--- config.mk ---
export PLATFORM = sky130hd
export DESIGN_NAME = spi_flash_snoop
export DESIGN_NICKNAME = d
export VERILOG_FILES = /design/src/rtl/snoop_pkg.sv /design/src/rtl/snoop_sync.sv /design/src/rtl/snoop_shift.sv /design/src/rtl/snoop_decode.sv /design/src/rtl/spi_flash_snoop.sv
export SDC_FILE = /design/constraint.sdc
export NUM_CORES = 1
export LEC_CHECK = 0
export BUFFER_PORTS_ARGS = -buffer_cell sky130_fd_sc_hd__buf_2
export CAP_MARGIN = 20
export CORE_ASPECT_RATIO = 2
export CORE_MARGIN = 8
export CORE_UTILIZATION = 42
export CTS_CLUSTER_DIAMETER = 60
export CTS_CLUSTER_SIZE = 20
export DETAILED_ROUTE_END_ITERATION = 10
export GPL_TIMING_DRIVEN = 0
export PLACE_DENSITY = 0.7
export SYNTH_ARGS = -nofsm -noshare
export SYNTH_HDL_FRONTEND = slang
export SYNTH_SLANG_ARGS = --single-unit
--- constraint.sdc ---
create_clock -name clk -period 2.4 [get_ports clk]
set_clock_uncertainty 0.15 [all_clocks]
set_input_delay 0.24 -clock clk [delete_from_list [all_inputs] [get_ports clk]]
set_output_delay 0.24 -clock clk [all_outputs]
set_load 0.1 [all_outputs]
--- src/rtl/snoop_pkg.sv ---
package snoop_pkg;

  typedef enum logic [1:0] {
    RG_DATA  = 2'd0,
    RG_PARAM = 2'd1,
    RG_UID   = 2'd2,
    RG_NONE  = 2'd3
  } region_t;

  typedef enum logic [2:0] {
    PH_OPC   = 3'd0,
    PH_ADDR  = 3'd1,
    PH_DUMMY = 3'd2,
    PH_DATA  = 3'd3,
    PH_SKIP  = 3'd4
  } phase_t;

  typedef struct packed {
    region_t    region;
    logic [2:0] addr_len;
    logic [2:0] dummy_len;
    logic       known;
    logic       set4;
    logic       clr4;
  } opinfo_t;

  // Classify an opcode byte given the current address-width state.
  function automatic opinfo_t decode_op(input logic [7:0] op,
                                        input logic       wide,
                                        input logic [2:0] uid_dummy);
    opinfo_t r;
    r.region    = RG_NONE;
    r.addr_len  = 3'd0;
    r.dummy_len = 3'd0;
    r.known     = 1'b1;
    r.set4      = 1'b0;
    r.clr4      = 1'b0;
    case (op)
      8'h03: begin
        r.region   = RG_DATA;
        r.addr_len = wide ? 3'd4 : 3'd3;
      end
      8'h0B: begin
        r.region    = RG_DATA;
        r.addr_len  = wide ? 3'd4 : 3'd3;
        r.dummy_len = 3'd1;
      end
      8'h5A: begin
        r.region    = RG_PARAM;
        r.addr_len  = 3'd3;
        r.dummy_len = 3'd1;
      end
      8'h4B: begin
        r.region    = RG_UID;
        r.dummy_len = uid_dummy;
      end
      8'hB7: r.set4 = 1'b1;
      8'hE9: r.clr4 = 1'b1;
      8'h9F, 8'h05, 8'h06, 8'h04: r.known = 1'b1;
      default: r.known = 1'b0;
    endcase
    return r;
  endfunction

  // Phase that follows the last address byte or the opcode.
  function automatic phase_t after_addr(input logic [2:0] dummy_len);
    return (dummy_len != 3'd0) ? PH_DUMMY : PH_DATA;
  endfunction

endpackage

--- src/rtl/snoop_sync.sv ---
module snoop_sync #(
  parameter int          STAGES  = 2,
  parameter int          W       = 4,
  parameter logic [W-1:0] RST_VAL = '0
) (
  input  logic         clk,
  input  logic         rst_n,
  input  logic [W-1:0] d,
  output logic [W-1:0] q
);
  logic [STAGES-1:0][W-1:0] chain;

  genvar g;
  generate
    for (g = 0; g < STAGES; g++) begin : g_stage
      if (g == 0) begin : g_first
        always_ff @(posedge clk or negedge rst_n) begin
          if (!rst_n) chain[0] <= RST_VAL;
          else        chain[0] <= d;
        end
      end else begin : g_next
        always_ff @(posedge clk or negedge rst_n) begin
          if (!rst_n) chain[g] <= RST_VAL;
          else        chain[g] <= chain[g-1];
        end
      end
    end
  endgenerate

  assign q = chain[STAGES-1];
endmodule

--- src/rtl/snoop_shift.sv ---
module snoop_shift #(
  parameter int BW = 8
) (
  input  logic          clk,
  input  logic          rst_n,
  input  logic          cs_s,
  input  logic          sck_s,
  input  logic          mo_s,
  input  logic          mi_s,
  output logic          byte_done,
  output logic [BW-1:0] mo_byte,
  output logic [BW-1:0] mi_byte,
  output logic          frame_end,
  output logic          in_idle
);
  localparam int CW = $clog2(BW);
  localparam logic [CW-1:0] LAST = CW'(BW - 1);

  logic          sck_d, cs_d;
  logic [CW-1:0] bitcnt;
  logic          sck_rise;

  assign sck_rise  = sck_s & ~sck_d;
  assign frame_end = cs_s & ~cs_d;
  assign in_idle   = cs_s;

  always_ff @(posedge clk or negedge rst_n) begin
    if (!rst_n) begin
      sck_d     <= 1'b0;
      cs_d      <= 1'b1;
      bitcnt    <= '0;
      byte_done <= 1'b0;
      mo_byte   <= '0;
      mi_byte   <= '0;
    end else begin
      sck_d     <= sck_s;
      cs_d      <= cs_s;
      byte_done <= 1'b0;
      if (cs_s) begin
        bitcnt <= '0;
      end else if (sck_rise) begin
        mo_byte <= {mo_byte[BW-2:0], mo_s};
        mi_byte <= {mi_byte[BW-2:0], mi_s};
        if (bitcnt == LAST) begin
          bitcnt    <= '0;
          byte_done <= 1'b1;
        end else begin
          bitcnt <= bitcnt + 1'b1;
        end
      end
    end
  end
endmodule

--- src/rtl/snoop_decode.sv ---
module snoop_decode
  import snoop_pkg::*;
#(
  parameter int AW        = 32,
  parameter int BW        = 8,
  parameter int UID_DUMMY = 4
) (
  input  logic          clk,
  input  logic          rst_n,
  input  logic          byte_done,
  input  logic [BW-1:0] mo_byte,
  input  logic [BW-1:0] mi_byte,
  input  logic          in_idle,
  output logic          rec_valid,
  output logic [1:0]    rec_region,
  output logic [AW-1:0] rec_addr,
  output logic [BW-1:0] rec_byte,
  output logic          bad_opcode,
  output logic          addr4_mode,
  output logic          opc_strobe
);
  localparam logic [2:0] UIDD = 3'(UID_DUMMY);

  phase_t        phase;
  region_t       region;
  logic [2:0]    cnt;
  logic [2:0]    dummy_len;
  logic [AW-1:0] addr;
  opinfo_t       info;

  assign opc_strobe = byte_done && (phase == PH_OPC);
  assign info       = decode_op(mo_byte, addr4_mode, UIDD);

  always_ff @(posedge clk or negedge rst_n) begin
    if (!rst_n) begin
      phase      <= PH_OPC;
      region     <= RG_NONE;
      cnt        <= '0;
      dummy_len  <= '0;
      addr       <= '0;
      addr4_mode <= 1'b0;
      rec_valid  <= 1'b0;
      rec_region <= 2'd0;
      rec_addr   <= '0;
      rec_byte   <= '0;
      bad_opcode <= 1'b0;
    end else begin
      rec_valid  <= 1'b0;
      bad_opcode <= 1'b0;
      if (byte_done) begin
        case (phase)
          PH_OPC: begin
            region    <= info.region;
            addr      <= '0;
            dummy_len <= info.dummy_len;
            if (info.set4) addr4_mode <= 1'b1;
            if (info.clr4) addr4_mode <= 1'b0;
            if (!info.known) begin
              bad_opcode <= 1'b1;
              phase      <= PH_SKIP;
            end else if (info.region == RG_NONE) begin
              phase <= PH_SKIP;
            end else if (info.addr_len != 3'd0) begin
              cnt   <= info.addr_len;
              phase <= PH_ADDR;
            end else begin
              cnt   <= info.dummy_len;
              phase <= after_addr(info.dummy_len);
            end
          end
          PH_ADDR: begin
            addr <= {addr[AW-BW-1:0], mo_byte};
            if (cnt == 3'd1) begin
              cnt   <= dummy_len;
              phase <= after_addr(dummy_len);
            end else begin
              cnt <= cnt - 1'b1;
            end
          end
          PH_DUMMY: begin
            if (cnt == 3'd1) phase <= PH_DATA;
            else             cnt   <= cnt - 1'b1;
          end
          PH_DATA: begin
            rec_valid  <= 1'b1;
            rec_region <= region;
            rec_addr   <= addr;
            rec_byte   <= mi_byte;
            addr       <= addr + 1'b1;
          end
          default: ;
        endcase
      end
      if (in_idle) phase <= PH_OPC;
    end
  end
endmodule

--- src/rtl/spi_flash_snoop.sv ---
module spi_flash_snoop #(
  parameter int SYNC_STAGES = 2,
  parameter int ADDR_W      = 32,
  parameter int UID_DUMMY   = 4
) (
  input  logic              clk,
  input  logic              rst_n,
  input  logic              cs_n,
  input  logic              sck,
  input  logic              copi,
  input  logic              cipo,
  output logic              rec_valid,
  output logic [1:0]        rec_region,
  output logic [ADDR_W-1:0] rec_addr,
  output logic [7:0]        rec_byte,
  output logic              bad_opcode,
  output logic              addr4_mode
);
  localparam int BW = 8;

  logic [3:0]    raw, synced;
  logic          byte_done, frame_end, in_idle, opc_strobe;
  logic [BW-1:0] mo_byte, mi_byte;

  assign raw = {cs_n, sck, copi, cipo};

  snoop_sync #(.STAGES(SYNC_STAGES), .W(4), .RST_VAL(4'b1000)) u_sync (
    .clk(clk), .rst_n(rst_n), .d(raw), .q(synced)
  );

  snoop_shift #(.BW(BW)) u_shift (
    .clk(clk), .rst_n(rst_n),
    .cs_s(synced[3]), .sck_s(synced[2]), .mo_s(synced[1]), .mi_s(synced[0]),
    .byte_done(byte_done), .mo_byte(mo_byte), .mi_byte(mi_byte),
    .frame_end(frame_end), .in_idle(in_idle)
  );

  snoop_decode #(.AW(ADDR_W), .BW(BW), .UID_DUMMY(UID_DUMMY)) u_dec (
    .clk(clk), .rst_n(rst_n),
    .byte_done(byte_done), .mo_byte(mo_byte), .mi_byte(mi_byte),
    .in_idle(in_idle),
    .rec_valid(rec_valid), .rec_region(rec_region), .rec_addr(rec_addr),
    .rec_byte(rec_byte), .bad_opcode(bad_opcode), .addr4_mode(addr4_mode),
    .opc_strobe(opc_strobe)
  );
endmodule

# Yosys cells after proc, flatten, opt, wreduce, memory -nomap -nowiden
# Index checks and enable logic that the tools add are counted.
dict set report classes {
  add_sub_neg 3
  mul 0
  div 0
  order_cmp 0
  n_eq_ne 21
  n_shift 0
  mux 37
  bitwise 3
  n_reduce_logical 20
}
# cell count
set op_table {}
lappend op_table {{32-bit case mux with 3 select lines} 1}
lappend op_table {{3-bit two-way mux} 16}
lappend op_table {{32-bit by 1-bit adder with 32-bit output, second input constant} 1}
lappend op_table {{8-bit by 3-bit equality test with 1-bit output, second input constant} 3}
lappend op_table {{8-bit equality test, second input constant} 3}
lappend op_table {{3-bit case mux with 3 select lines} 2}
lappend op_table {{8-bit by 7-bit equality test with 1-bit output, second input constant} 2}
lappend op_table {{1-bit two-way mux} 15}
lappend op_table {{3-bit nonzero test} 5}
lappend op_table {{3-bit case mux with 2 select lines} 2}
lappend op_table {{10-bit OR reduction} 1}
lappend op_table {{8-bit by 2-bit equality test with 1-bit output, second input constant} 1}
lappend op_table {{8-bit by 4-bit equality test with 1-bit output, second input constant} 1}
lappend op_table {{2-bit AND reduction} 4}
lappend op_table {{3-bit by 1-bit equality test with 1-bit output, second input constant} 2}
lappend op_table {{3-bit by 2-bit equality test with 1-bit output, second input constant} 2}
lappend op_table {{3-bit by 2-bit inequality test with 1-bit output, second input constant} 2}
lappend op_table {{2-bit case mux with 3 select lines} 1}
lappend op_table {{2-bit nonzero test} 3}
lappend op_table {{5-bit AND reduction} 1}
lappend op_table {{2-bit inequality test, second input constant} 2}
lappend op_table {{4-bit AND reduction} 1}
lappend op_table {{4-bit nonzero test} 1}
lappend op_table {{2-bit OR reduction} 2}
lappend op_table {{other kinds (9)} 10}
dict set report totals {
  regBits 117
  latchBits 0
  mem_bits_rw 0
  rom_bits 0
  inputBits 6
  output_inout_bits 45
  elab_cells 102
  mem_count 0
}

# Logic depth before layout (Yosys ltp)
dict set report logic_depth {
  ltp_word 11
  mapped_depth 8
  ltp_nobuf 7
}

# Modules after synthesis
# Synthesis repeated with hierarchy kept, for this count alone.
dict set report hier_totals {
  cells_unflattened 600
  hier_area_um2 5701.7
}
# mod n_inst cells_each area_each_um2 seq_area_each_um2
set by_module_without_submodules {}
lappend by_module_without_submodules {snoop_decode 1 534 4543.1 2179.6}
lappend by_module_without_submodules {snoop_shift 1 54 925.9 551.8}
lappend by_module_without_submodules {snoop_sync 1 12 232.7 202.7}

# Worst setup path after synthesis
# Ideal clock, no wire load.
dict set report synth_path {
  path_kind {flip-flop to flip-flop}
  start {reg u_dec.addr[0]}
  end {reg u_dec.addr[12]}
  setup_time_ns 0.152
  arrival_ns 1.801
  t_required_ns 2.098
  path_slack_ns 0.296
  path_stages_with_launch 7
  n_path_buf 1
  synth_period_minus_slack_ns 2.104
  cell_sequence {dfrtp_1 > ha_1 > nand4_1 > or3_1 > buf_2 > o311ai_0 > o311ai_0}
}
dict set report synth_between {
  elab_chain_len 2
}
# element line_no
set synth_rtl {}
lappend synth_rtl {{start, declared} snoop_decode.sv:28} ;# logic [AW-1:0] addr;
lappend synth_rtl {{start signal, assigned} snoop_decode.sv:72} ;# addr <= {addr[AW-BW-1:0], mo_byte};
lappend synth_rtl {{start signal, assigned} snoop_decode.sv:89} ;# addr <= addr + 1'b1;
lappend synth_rtl {{32-bit by 1-bit adder with 32-bit output} snoop_decode.sv:89}
lappend synth_rtl {{32-bit case mux with 3 select lines} snoop_decode.sv:51} ;# case (phase)
# Every way passes these cells.
# A chain may end at the register's enable or synchronous reset.

# Worst setup path after layout
# Same ends and word-level chain as after synthesis.

==> qor.yml <==
cap_violations: 0
fin_crit_ps: 2360
crit_path_max_incr_delay_ps: 470
synth_area_sq_um: 5530
synth_async_sr_flop_share_pct: 100
reg2reg_slack_ps: 40
ys.flop_type: "dfrtp_1"
crit_required_ps: 2520
ant_nets: 0
powerDensity_nw_per_um2: 772
synth_area_per_cell_sq_um: 9.40
cts_buffers: 17
yosysTopAreaCell: "dfrtp_1"
port_buffers: 50
viasPerCell: 5.77
nNetsFinal: 677
dieWidth_um: 97.1
synth-edff-count: 0
synth_nets: 599
slew_violations: 0
drc: 0
crit_top_cell: "o311ai_0"
cts-root-buf: "clkbuf_16"
finalSetupViolations: 0
synthCells: 588
yosys_register_bits: 116
dieArea_sq_um: 17300
intPower_mw: 3.93
vias: 4794
dr.pass1.iters: 6
finalPower_mw: 5.19
combinationalPowerShare_pct: 8.0
crit_fanout: 10
final_common_cell: "nand2_1"
htree_levels: 4
post-route-period-util_pct: 98.1
wire_per_inst_um: 18.7
critPathCaptureType: "flip-flop"
fin_cells: 831
mostFrequentLayoutCells: "nand2_1, dfrtp_1, buf_2, o21ai_0, nor2_1"
relSlewSlack_pct: 50.7
ir_worst_vdd_mv: 0.556
synth_area_leaders: "dfrtp_1, nand2_1, o21ai_0, mux2_2, nor2_1"
cp.arrival_ps: 2470
drt_iter0_drc: 374
start_util_pct: 42.8
yosys_warnings: 0
clkPwrFrac_pct: 49.9
clock_latency_ps: 420
ioPinCount: 51
grt_max_degree: 93
max_slew.worst_pin.slew_ps: 736
cts_sinks: 116
cp-start-kind: "flip-flop"
die_y_um: 178
synth.distinct_cells: 70
clk_pin_slew_ps: 50
crit_path_top_delay_cell: "or3_4"
drive_gt1_share_pct: 20.9
routed_wl_um: 15600
status: "finished, final reports clean"
cts_tree: "yes"
power.leakage_nw: 3.17
final_util_pct: 52.0
dp_hpwl_um: 11100
fmax_mhz: 425
nFillCells: 1194
hold_violations: 0
coreArea_sq_um: 12900
num_antenna_cells: 0
place.gp.congestion: 0.958
synth_top_area_share_pct: 50.7
placed_cells: 791
switching_share_pct: 24.2
grt_overflow: 0
min_path_type: "in -> async"
syn_to_final_growth_pct: 21.6
seq_power_share_pct: 42.2
antenna_found_initial: 0
finalInstanceArea_sq_um: 6720
placed_area_sq_um: 6000
cts_buffer_depth: 2
grt_pass1_wl_um: 25200
grt_pass1_vias: 5013
worstPathCellList: "ha_2, nand4_1, or3_4, buf_2, o311ai_0, o311ai_0"
ys_seq_area_share_pct: 52.6
criticalPathCategory: "reg -> reg"
p_switching_mw: 1.25
rows: 59
grt_usage_pct: 18.5
==> metal layers <==
metal / routed length, um / vias up / GRT usage, %
met5: 0 / - / 0
li1: - / 2218 / -
met1: 5170 / 2330 / 16.3
met4: 1070 / 0 / 14.1
met3: 656 / 72 / 4.11
met2: 8660 / 174 / 35.3
==> timing repair <==
action / 4_1_cts / 5_1_grt
hold buffers: 5 / 0
pin swaps: 0 / 1
endpoints found under the hold margin: 118 / 0
endpoints found under the setup margin: 9 / 62
gates resized for setup: 3 / 14
buffers inserted: 0 / 3
==> power by group through the flow <==
stage	clock network, mW	logic (mW)	registers (mW)
2_1_floorplan	0	0.290	2.18
3_5_place_dp	0	0.398	2.22
4_1_cts	2.61	0.405	2.18
3_3_place_gp	0	0.371	2.21
5_1_grt	2.71	0.451	2.20
6_report	2.59	0.413	2.19
==> kinds of logic (layout without fill, tap and decap cells) <==
group           Yosys count  in the layout  synth area share [%]
simple gates            272            272                  23.0
flops                   116            116                  52.6
xor+xnor                  8              8                  1.27
buf+inv                  48            139                  4.01
mux                      19             19                  3.80
compound gates          120            120                  14.2
fa+ha+maj                 5              5                  1.13
==> sequential cells by signal, indices dropped and copies added (netlist names) <==
| signal | cells |
|---|---|
| u_shift.sck_d | 1 |
| u_dec.rec_byte | 8 |
| u_dec.region | 2 |
| u_shift.mi_byte | 8 |
| u_dec.phase | 3 |
| u_dec.addr | 32 |
| u_shift.mo_byte | 8 |
| u_shift.byte_done | 1 |
| u_dec.dummy_len | 2 |
| u_shift.bitcnt | 3 |
| u_dec.rec_region | 2 |
| u_sync.chain | 4 |
| u_dec.cnt | 3 |
| u_dec.rec_valid | 1 |
| u_dec.addr4_mode | 1 |
| u_sync.q | 4 |
| u_dec.rec_addr | 32 |
| u_dec.bad_opcode | 1 |
==> critical path: cells and delay by family (launching register included) <==
kind | cells | cell delay, ps
and+or+nand+nor | 2 | 680
adders and majority gates | 1 | 240
buffers and inverters | 1 | 200
DFF | 1 | 410
AOI/OAI and AO/OA | 2 | 520
==> per-stage QoR <==
step                      setup WS [ps]  setup TNS (ps)  hold WS [ps]
after detailed placement           -125            -620         -29.5
after global placement             -435          -47720           183
after floorplan                     296               0          -206
final                              44.5               0           102
after CTS                         -7.70           -7.70           117
after global routing              -28.2           -28.2           116
==> Yosys cell counts, drive strengths merged (4+ instances only) <==
library cell	count
nand2	161
dfrtp	112
o21ai	40
nor2	33
a21oi	20
clkbuf	20
buf	16
mux2	16
nand3	15
inv	11
nor3	11
o211ai	11
nand4	10
o311ai	10
a22oi	7
a31oi	7
nor4	7
a32oi	6
ha	5
nand2b	5
and2	4
and3	4
dfstp	4
xnor2	4
xor2	4
==> layout make-up <==
| cell class | instances | area (sq um) | area share (%) |
|---|---|---|---|
| repair buffers | 59 | 357 | 5.30 |
| clock buffers | 21 | 450 | 6.70 |
| inverters | 12 | 45.0 | 0.670 |
| plain buffers | 36 | 180 | 2.68 |
| well taps | 152 | 190 | 2.83 |
| clock inverters | 11 | 153 | 2.27 |
| multi-input cells | 424 | 2440 | 36.3 |
| flip-flops and latches | 116 | 2910 | 43.3 |
==> final timing paths <==
path | endpoint | start | cells after the start
setup / recovery | u_dec.addr[12] | u_dec.addr[0] | 6
hold / removal | u_dec.addr[17] | rst_n | 2
setup reg to reg | u_dec.addr[12] | u_dec.addr[0] | 6
hold reg to reg | u_sync.q[2] | u_sync.chain[2] | 0
max in group asynchronous | u_dec.addr[1] | rst_n | 3
min in group clk | u_sync.q[2] | u_sync.chain[2] | 0
(Power assumes the default switching activity.)
